==> config.mk <==
export PLATFORM = sky130hd
export DESIGN_NAME = dma_dst_ack_unit
export DESIGN_NICKNAME = d
export VERILOG_FILES = /design/src/rtl/dmau_pkg.sv /design/src/rtl/dmau_ctl_regs.sv /design/src/rtl/dmau_addr_step.sv /design/src/rtl/dmau_ack_gen.sv /design/src/rtl/dma_dst_ack_unit.sv
export SDC_FILE = /design/constraint.sdc
export NUM_CORES = 1
export LEC_CHECK = 0
export BUFFER_PORTS_ARGS = -buffer_cell sky130_fd_sc_hd__buf_2
export CORE_MARGIN = 4
export CORE_UTILIZATION = 45
export DETAILED_ROUTE_END_ITERATION = 8
export PLACE_DENSITY = 0.7
export SYNTH_ARGS = -nofsm -noshare
export SYNTH_HDL_FRONTEND = slang
export SYNTH_SLANG_ARGS = --single-unit
==> constraint.sdc <==
create_clock -name clk -period 4 [get_ports clk]
set_input_delay 0.4 -clock clk [delete_from_list [all_inputs] [get_ports clk]]
set_output_delay 0.4 -clock clk [all_outputs]
set_load 0.03 [all_outputs]
==> src/rtl/dmau_pkg.sv <==
package dmau_pkg;

  typedef enum logic [1:0] {
    DM_FIXED = 2'b00,
    DM_INC   = 2'b01,
    DM_DEC   = 2'b10,
    DM_RSVD  = 2'b11
  } dmode_e;

  typedef enum logic [1:0] {
    SZ_BYTE  = 2'b00,
    SZ_WORD  = 2'b01,
    SZ_LONG  = 2'b10,
    SZ_BURST = 2'b11
  } size_e;

  typedef struct packed {
    logic   to_dev;
    logic   single;
    logic   ack_pol;
    logic   ack_wr;
    size_e  size;
    dmode_e dmode;
  } ctl_t;

  localparam int CTL_W = $bits(ctl_t);

  // Bytes moved by one beat of the given size.
  function automatic logic [4:0] beat_bytes(size_e sz);
    case (sz)
      SZ_BYTE: beat_bytes = 5'd1;
      SZ_WORD: beat_bytes = 5'd2;
      SZ_LONG: beat_bytes = 5'd4;
      default: beat_bytes = 5'd16;
    endcase
  endfunction

  // Mode/size pairs that cannot be executed.
  function automatic logic cfg_illegal(dmode_e m, size_e sz);
    cfg_illegal = (m == DM_RSVD) || ((sz == SZ_BURST) && (m != DM_INC));
  endfunction

  // Whether a strobe set qualifies for acknowledge under a given mode.
  function automatic logic ack_wanted(logic single, logic ack_wr,
                                      logic rd, logic wr);
    if (single) ack_wanted = rd | wr;
    else        ack_wanted = ack_wr ? wr : rd;
  endfunction

endpackage

==> src/rtl/dmau_ctl_regs.sv <==
module dmau_ctl_regs
  import dmau_pkg::*;
#(
  parameter int CHAN_ID = 0
) (
  input  logic             clk,
  input  logic             rst_n,
  input  logic             ctl_we,
  input  logic [CTL_W-1:0] ctl_wdata,
  output ctl_t             ctl_q,
  output logic             cfg_err
);

  localparam bit HAS_ACK_CTL = (CHAN_ID < 2);

  ctl_t wr_ctl;
  ctl_t ctl_r;
  logic err_r;
  logic new_illegal;

  generate
    if (HAS_ACK_CTL) begin : g_full
      always_comb wr_ctl = ctl_t'(ctl_wdata);
    end else begin : g_reduced
      always_comb begin
        wr_ctl         = ctl_t'(ctl_wdata);
        wr_ctl.ack_pol = 1'b0;
        wr_ctl.ack_wr  = 1'b0;
      end
    end
  endgenerate

  assign new_illegal = cfg_illegal(wr_ctl.dmode, wr_ctl.size);

  always_ff @(posedge clk) begin
    if (!rst_n) begin
      ctl_r <= '0;
      err_r <= 1'b0;
    end else if (ctl_we) begin
      ctl_r <= wr_ctl;
      err_r <= new_illegal;
    end
  end

  assign ctl_q   = ctl_r;
  assign cfg_err = err_r;

  // the flag only moves on a control write
  p_err_hold_r5: assert property (@(posedge clk) disable iff (!rst_n)
    !ctl_we |=> $stable(cfg_err));

  // a reserved mode written always raises the flag
  p_rsvd_flags_r5: assert property (@(posedge clk) disable iff (!rst_n)
    (ctl_we && ctl_wdata[1:0] == 2'b11) |=> cfg_err);

endmodule

==> src/rtl/dmau_addr_step.sv <==
module dmau_addr_step
  import dmau_pkg::*;
#(
  parameter int ADDR_W = 32
) (
  input  logic              clk,
  input  logic              rst_n,
  input  logic              addr_we,
  input  logic [ADDR_W-1:0] addr_wdata,
  input  logic              xfer_done,
  input  logic              cfg_err,
  input  dmode_e            dmode,
  input  size_e             size,
  input  logic              single,
  input  logic              to_dev,
  output logic [ADDR_W-1:0] dst_addr
);

  logic [ADDR_W-1:0] addr_r;
  logic [ADDR_W-1:0] addr_nxt;
  logic [ADDR_W-1:0] delta;
  logic              dst_frozen;
  logic              step_fire;

  assign delta      = ADDR_W'(beat_bytes(size));
  assign dst_frozen = single & to_dev;
  assign step_fire  = xfer_done & ~cfg_err & ~dst_frozen;

  always_comb begin
    case (dmode)
      DM_INC:  addr_nxt = addr_r + delta;
      DM_DEC:  addr_nxt = addr_r - delta;
      default: addr_nxt = addr_r;
    endcase
  end

  always_ff @(posedge clk) begin
    if (!rst_n)         addr_r <= '0;
    else if (addr_we)   addr_r <= addr_wdata;
    else if (step_fire) addr_r <= addr_nxt;
  end

  assign dst_addr = addr_r;

  // a flagged configuration never moves the address
  p_err_freeze_r6: assert property (@(posedge clk) disable iff (!rst_n)
    (cfg_err && !addr_we) |=> $stable(dst_addr));

  // single mode towards the device keeps the address
  p_dev_freeze_r10: assert property (@(posedge clk) disable iff (!rst_n)
    (single && to_dev && !addr_we) |=> $stable(dst_addr));

  // fixed mode keeps the address
  p_fixed_r4: assert property (@(posedge clk) disable iff (!rst_n)
    (dmode == DM_FIXED && !addr_we) |=> $stable(dst_addr));

  // a load wins over a beat
  p_load_r13: assert property (@(posedge clk) disable iff (!rst_n)
    addr_we |=> dst_addr == $past(addr_wdata));

endmodule

==> src/rtl/dmau_ack_gen.sv <==
module dmau_ack_gen
  import dmau_pkg::*;
(
  input  logic clk,
  input  logic rst_n,
  input  logic rd_cyc,
  input  logic wr_cyc,
  input  logic single,
  input  logic ack_wr,
  input  logic ack_pol,
  input  logic cfg_err,
  output logic dack
);

  logic ack_fire;
  logic dack_r;

  assign ack_fire = ~cfg_err & ack_wanted(single, ack_wr, rd_cyc, wr_cyc);

  always_ff @(posedge clk) begin
    if (!rst_n) dack_r <= 1'b1;
    else        dack_r <= ack_pol ? ack_fire : ~ack_fire;
  end

  assign dack = dack_r;

  // no strobe means the inactive level next cycle
  p_idle_level_r9: assert property (@(posedge clk) disable iff (!rst_n)
    (!rd_cyc && !wr_cyc) |=> dack == !$past(ack_pol));

  // no acknowledge under a flagged configuration
  p_err_no_ack_r6: assert property (@(posedge clk) disable iff (!rst_n)
    cfg_err |=> dack == !$past(ack_pol));

  // dual mode with read phase ignores a lone write strobe
  p_dual_rd_only_r7: assert property (@(posedge clk) disable iff (!rst_n)
    (!single && !ack_wr && !rd_cyc) |=> dack == !$past(ack_pol));

endmodule

==> src/rtl/dma_dst_ack_unit.sv <==
module dma_dst_ack_unit
  import dmau_pkg::*;
#(
  parameter int ADDR_W  = 32,
  parameter int CHAN_ID = 0
) (
  input  logic              clk,
  input  logic              rst_n,
  input  logic              ctl_we,
  input  logic [7:0]        ctl_wdata,
  output logic [7:0]        ctl_rdata,
  input  logic              addr_we,
  input  logic [ADDR_W-1:0] addr_wdata,
  input  logic              rd_cyc,
  input  logic              wr_cyc,
  input  logic              xfer_done,
  output logic [ADDR_W-1:0] dst_addr,
  output logic              dack,
  output logic              cfg_err
);

  ctl_t ctl_q;
  logic err_q;

  dmau_ctl_regs #(.CHAN_ID(CHAN_ID)) u_regs (
    .clk       (clk),
    .rst_n     (rst_n),
    .ctl_we    (ctl_we),
    .ctl_wdata (ctl_wdata),
    .ctl_q     (ctl_q),
    .cfg_err   (err_q)
  );

  dmau_addr_step #(.ADDR_W(ADDR_W)) u_addr (
    .clk        (clk),
    .rst_n      (rst_n),
    .addr_we    (addr_we),
    .addr_wdata (addr_wdata),
    .xfer_done  (xfer_done),
    .cfg_err    (err_q),
    .dmode      (ctl_q.dmode),
    .size       (ctl_q.size),
    .single     (ctl_q.single),
    .to_dev     (ctl_q.to_dev),
    .dst_addr   (dst_addr)
  );

  dmau_ack_gen u_ack (
    .clk     (clk),
    .rst_n   (rst_n),
    .rd_cyc  (rd_cyc),
    .wr_cyc  (wr_cyc),
    .single  (ctl_q.single),
    .ack_wr  (ctl_q.ack_wr),
    .ack_pol (ctl_q.ack_pol),
    .cfg_err (err_q),
    .dack    (dack)
  );

  assign ctl_rdata = ctl_q;
  assign cfg_err   = err_q;

  // reduced channels never hold acknowledge controls
  p_no_ack_bits_r11: assert property (@(posedge clk) disable iff (!rst_n)
    (CHAN_ID >= 2) |-> ctl_rdata[5:4] == 2'b00);

endmodule

==> flow_metrics.py, run 1 <==
metrics = {
    "status": {
        "outcome": "complete, no violations",
    },
    "job": {
        "drv_cap": 0,
    },
    "clocking": {
        "cts_repair_resize_count": 0,
        "cts_setup_buffers": 0,
        "clk_latency_ps": 310,
        "cts_tree": "yes",
        "cts.root.buffer_cell": "clkbuf_8",
        "cts_max_level": 2,
        "cts.sinks": 42,
        "path_clk_slew_ps": 90,
        "cts_max_path_buffers": 2,
        "holdBufCountCts": 0,
        "cts_inserted_buffers": 5,
    },
    "power": {
        "ir_drop_uv": 187,
        "powerDensity_nw_per_um2": 310,
        "p_leak_nw": 1.96,
    },
    "die": {
        "io_pins": 89,
        "dieArea_um2": 9080,
        "start_util_pct": 46.8,
        "die_h_um": 95.3,
        "rows": 31,
        "dieWidth_um": 95.3,
        "core_area_um2": 7330,
    },
    "timing": {
        "min_period_ps": 3580,
        "final.setup.tns_ps": 0,
        "drv_slew": 0,
        "fin_skew_ps": 9.23,
        "slew_headroom_pct": 46.1,
        "finalSetupViolations": 0,
        "setup_ws_ps": 421,
        "hold_slack_ps": 308,
        "grt_setup_unrepaired": "no",
        "fmax_ghz": 0.279,
        "worstMarginPinSlew_ps": 808,
        "period_share_pct": 89.5,
        "final-hold-violation-count": 0,
    },
    "yosys": {
        "synth_top_area_share_pct": 24.5,
        "yosysUniqueCellTypes": 56,
        "yosys_register_bits": 42,
        "ys.flop_type": "dfxtp_1",
        "netlist_instances": 444,
        "syn_area_um2": 3430,
        "synth_area_leaders": "dfxtp_1, ha_1, a21oi_1, o21ai_0, nand2_1",
        "ys_seq_area_share_pct": 24.5,
        "syn_avg_cell_area_um2": 7.72,
        "yosys_warnings": 0,
        "synth_top_area_cell": "dfxtp_1",
        "async_flop_share_pct": 0,
        "synth_edf_count": 0,
        "synth.net_count": 523,
    },
    "finish": {
        "drive_gt1_share_pct": 21.0,
        "n_antenna_cell": 0,
        "fin_util_pct": 54.8,
        "final_nets": 596,
        "final_cells": 617,
        "fillers": 742,
        "syn2layout_area_growth_pct": 17.1,
    },
    "worst_setup_path": {
        "critPathRequiredTime_ps": 4230,
        "arrival_ps": 3810,
        "endpoint_kind": "flop",
        "critPathMaxFanout": 18,
        "startpoint_type": "flop",
        "crit_type": "flop to flop",
    },
    "placed_design": {
        "dp.cells": 609,
        "hpwl_um": 6650,
        "io_buffers": 88,
        "finalWeightedCongestion": 0.890,
        "pre_cts_ws_ps": 450,
    },
    "global_routing": {
        "grt_overflow": 0,
        "antenna_found_initial": 0,
        "grt_pass1_vias": 3310,
        "grtUsageTotal_pct": 20.3,
        "grt_max_degree": 54,
        "grt_pass1_wl_um": 14800,
    },
    "detailed_routing": {
        "viasPerCell": 5.47,
        "ant_nets": 0,
        "via_count": 3378,
        "firstDrtPassIters": 4,
        "drcViolationCount": 0,
        "routed_wl_um": 8890,
        "wl_per_cell_um": 14.4,
        "dr.first_iter.drc_count": 90,
    },
    "worst_hold_path": {
        "hp-class": "input pin to flop",
    },
}
==> sequential cells by signal, indices dropped and copies added (netlist names) <==
signal           cells
u_ack.dack           1
u_regs.cfg_err       1
u_addr.dst_addr     32
u_regs.ctl_q         8
==> synth_stat cells, drive strengths merged (3+ instances only) <==
library cell / number
nor3: 3
nand4: 4
nor2: 31
o21ai: 47
and2: 6
dfxtp: 42
nand2: 54
buf: 7
inv: 9
o21a: 6
o31ai: 4
a211oi: 5
and3: 3
ha: 31
xor2: 11
mux2i: 9
xnor2: 16
o211ai: 6
nand2b: 4
o21bai: 3
a21o: 15
clkbuf: 18
o211a: 9
nor2b: 12
a21oi: 58
nand3: 3
a31oi: 3
==> path summary, 6_finish.rpt <==
path / end / slack [ps] / cells past startpoint / start
setup / recovery: u_addr.dst_addr[29] / 420 / 13 / u_regs.ctl_q[0]
hold / removal: u_addr.dst_addr[14] / 310 / 2 / addr_wdata[14]
setup reg to reg: u_addr.dst_addr[29] / 420 / 13 / u_regs.ctl_q[0]
hold reg to reg: u_ack.dack / 530 / 2 / u_regs.ctl_q[5]
==> layout by cell type, fill, tap and decap left out, drive strengths merged, types with 9 or more instances in the layout <==
cell and instances:
a21o 15, buf 91, xor2 11, nor2b 12, o21ai 47, nand2 54
inv 9, a21oi 58, mux2i 9, ha 31, o211a 9, dfxtp 42
xnor2 16, nor2 31
==> power by group <==
part	internal (mW)	switching, mW
logic	0.158	0.254
registers	0.449	0.0275
clock network	0.186	0.172
total	0.793	0.453
==> final cells by class <==
type                            count  area (um^2)  share of cell area, %
Clock inverter                      3         45.0                   1.12
Tap cell                           99          124                   3.09
Clock buffer                        5         68.8                   1.71
Inverter                            9         33.8                  0.841
Timing Repair Buffer               91          463                   11.5
Sequential cell                    42          841                   20.9
Multi-Input combinational cell    368         2440                   60.8
==> layer usage <==
layer	vias up	routed length [um]	GRT usage [%]
met5	-	0	0
met4	0	95	5.29
met3	8	607	5.13
met2	87	4060	34.9
met1	1527	4130	25.2
li1	1756	-	-
==> through the flow <==
step                power [mW]  instance area, um^2
global placement         0.891                 3900
global route              1.33                 4020
finish                    1.25                 4020
CTS                       1.26                 4020
detailed placement       0.897                 3900
floorplan                0.792                 3430
==> worst max-delay path: stages, from the launching register on <==
cell      delay (ps)
dfxtp_1          400
nand2b_1         250
inv_1            350
ha_1             550
nand2_2          110
nor2_2           140
nand4_1          140
o41ai_2          330
nor2_1           130
o31a_1           290
o311a_1          370
nor4b_2          210
a21oi_1           60
a31oi_1          170
==> kinds of logic after synthesis <==
| group | Yosys count | share of synthesized area, % |
|---|---|---|
| buf+inv | 34 | 4.31 |
| xor+xnor | 27 | 6.90 |
| compound gates | 172 | 32.0 |
| fa+ha+maj | 32 | 11.9 |
| simple gates | 127 | 17.4 |
| flops | 42 | 24.5 |
| mux | 10 | 2.96 |
Power figures use the tool's default switching activity.
==> run 2: changes to the inputs <==
BUFFER_PORTS_ARGS = -buffer_cell sky130_fd_sc_hd__clkbuf_2   (was -buffer_cell sky130_fd_sc_hd__buf_2)
PLACE_DENSITY = 0.69   (was 0.7)
SYNTH_HIERARCHICAL = 1   (was unset)
==> flow_metrics.py, run 2 <==
metrics = {
    "timing": {
        "hold_slack_ps": 303,
        "worstMarginPinSlew_ps": 872,
        "final-hold-violation-count": 0,
        "period_share_pct": 82.1,
        "slew_headroom_pct": 41.8,
        "fin_skew_ps": 11.8,
        "finalSetupViolations": 0,
        "fmax_ghz": 0.305,
        "min_period_ps": 3280,
        "final.setup.tns_ps": 0,
        "grt_setup_unrepaired": "no",
        "drv_slew": 0,
    },
    "yosys": {
        "yosysUniqueCellTypes": 56,
        "synth_area_leaders": "dfxtp_1, ha_1, a21oi_1, nand2_1, o21ai_0",
        "synth_fa_ha_area_share_pct": 11.3,
        "synth_compound_area_share_pct": 31.6,
        "yosys_register_bits": 42,
        "syn_area_um2": 3620,
        "synth_edf_count": 0,
        "netlist_instances": 484,
        "synthSimpleGateAreaFrac_pct": 19.6,
        "syn_avg_cell_area_um2": 7.49,
        "synth_top_area_share_pct": 23.2,
        "yosys_warnings": 6,
        "synth_xor_area_share_pct": 6.77,
        "ys_top_cells_by_count": "nand2_1, a21oi_1, o21ai_0",
        "synth_top_area_cell": "dfxtp_1",
        "async_flop_share_pct": 0,
        "synth.net_count": 563,
        "ys.flop_type": "dfxtp_1",
        "synth_most_common_cell": "nand2_1",
        "synthMuxAreaShare_pct": 3.07,
        "synth_top_family_by_area": "compound AO/OA/AOI/OAI gates",
        "ys_seq_area_share_pct": 23.2,
    },
    "finish": {
        "final_cell_mix": "clkbuf_2, nand2_1, a21oi_1",
        "largest_register_ffs": 32,
        "n_antenna_cell": 0,
        "fillers": 782,
        "syn2layout_area_growth_pct": 15.4,
        "final_nets": 634,
        "final_common_cell": "clkbuf_2",
        "drive_gt1_share_pct": 19.8,
        "multi_input_area_um2": 2620,
        "regArea_um2": 841,
    },
    "detailed_routing": {
        "ant_nets": 0,
        "routed_wl_um": 10200,
        "viasPerCell": 5.74,
        "wl_per_cell_um": 15.4,
        "dr.first_iter.drc_count": 167,
        "drcViolationCount": 0,
        "via_count": 3776,
        "firstDrtPassIters": 6,
    },
    "global_routing": {
        "grt_pass1_vias": 3570,
        "grt_overflow": 0,
        "grt_pass1_wl_um": 16700,
        "grt_max_degree": 47,
        "antenna_found_initial": 0,
        "grtUsageTotal_pct": 20.6,
    },
    "placed_design": {
        "finalWeightedCongestion": 0.897,
        "io_buffers": 88,
        "hpwl_um": 7560,
    },
    "worst_setup_path": {
        "crit_chain": "nand2b_1 > inv_1 > ha_1 > a21oi_1 > a21boi_1 > nand3_1 > a211oi_1 > o21ai_1 > nand3_1 > or4b_1 > nand3_1",
        "arrival_ps": 3530,
        "startpoint_type": "flop",
        "crit_buf_inv": 1,
        "critPathRequiredTime_ps": 4250,
        "cp_common_cell": "nand3_1",
        "crit_type": "flop to flop",
        "cp_top_family": "simple AND/OR/NAND/NOR gates",
        "endpoint_kind": "flop",
        "critPathMaxFanout": 21,
        "cp_slowest_cell": "ha_1",
        "cpPeakStageDelay_ps": 590,
    },
    "clocking": {
        "cts_repair_resize_count": 0,
        "cts.root.buffer_cell": "clkbuf_8",
        "cts_inserted_buffers": 5,
        "cts_setup_buffers": 0,
        "cts_max_path_buffers": 2,
        "cts.sinks": 42,
        "clk_latency_ps": 310,
        "holdBufCountCts": 0,
        "path_clk_slew_ps": 110,
        "cts_max_level": 2,
        "cts_tree": "yes",
    },
    "die": {
        "die_h_um": 97.8,
        "dieArea_um2": 9560,
        "rows": 32,
        "io_pins": 89,
        "core_area_um2": 7770,
        "dieWidth_um": 97.8,
        "start_util_pct": 46.7,
    },
    "power": {
        "ir_drop_uv": 189,
        "p_leak_nw": 1.91,
        "powerDensity_nw_per_um2": 292,
        "power_mw": 1.22,
    },
    "job": {
        "drv_cap": 0,
    },
    "worst_hold_path": {
        "hp-class": "input pin to flop",
    },
    "status": {
        "outcome": "complete, no violations",
    },
}
-- run 2: changes by cell type in the layout (fill, tap and decap cells not counted), moves of 3 or more --
cell | before | now
clkbuf_2 | 0 | 88
nand4_1 | 4 | 10
o21ai_0 | 46 | 53
o21bai_1 | 3 | 6
a21o_1 | 15 | 10
o211a_1 | 9 | 4
nand2_1 | 53 | 77
buf_2 | 88 | 0
a31oi_1 | 2 | 5
a211oi_1 | 4 | 7
nand3_1 | 3 | 12
nor2_1 | 30 | 21
-- run 2: cell type report --
type	count	share of cell area (%)
inverters	9	0.807
flip-flops and latches	42	20.1
clock inverters	3	0.688
multi-input cells	406	62.6
well taps	102	3.05
repair buffers	91	11.1
clock buffers	5	1.64
-- run 2: path summary, 6_finish.rpt --
kind                          to             from  depth (start not counted)  slack (ps)
min           u_addr/dst_addr[1]    addr_wdata[1]                          2         300
min reg2reg           u_ack/dack  u_regs/ctl_q[5]                          2         530
max reg2reg  u_addr/dst_addr[25]  u_regs/ctl_q[0]                         11         720
max          u_addr/dst_addr[25]  u_regs/ctl_q[0]                         11         720
-- run 2: logic make-up (layout without fill, tap and decap cells) --
logic type | count (synthesis) | count (layout)
DFF | 42 | 42
xor gates and xnor gates | 28 | 28
buffers and inverters | 36 | 108
AOI/OAI and AO/OA | 182 | 182
and+or+nand+nor | 153 | 153
muxes | 11 | 11
adders and majority gates | 32 | 32
-- run 2: per-layer routing --
metal  vias to the layer above  GRT usage, %  share of wire, %
met4                         0          3.41              0.60
met3                         6          4.14               6.2
met5                         -             0                 0
met1                      1756          27.0                47
li1                       1898             -                 -
met2                       116          35.6                46
-- run 2: per-stage QoR --
| step | utilization (%) | setup slack (ps) | area (um^2) | std cells |
|---|---|---|---|---|
| after CTS | 53.9 | 742 | 4180 | 658 |
| final | 53.9 | 718 | 4180 | 658 |
| after global routing | 53.9 | 325 | 4180 | 658 |
| after floorplan | - | 916 | 3620 | 484 |
| after detailed placement | 52.6 | 759 | 4090 | 650 |
| after global placement | 52.6 | 883 | 4090 | 650 |
-- run 2: power by group --
part           total, mW  internal, mW  switching (mW)
combinational      0.428         0.156           0.271
sequential         0.478         0.449          0.0294
clock              0.318         0.131           0.187
total               1.22         0.736           0.488
-- run 2: worst reg2reg max path: cells and delay by family (launching register included) --
| kind | cells | cell delay (ps) |
|---|---|---|
| buf+inv | 1 | 390 |
| flops | 1 | 400 |
| compound gates | 4 | 860 |
| simple gates | 5 | 970 |
| fa+ha+maj | 1 | 610 |
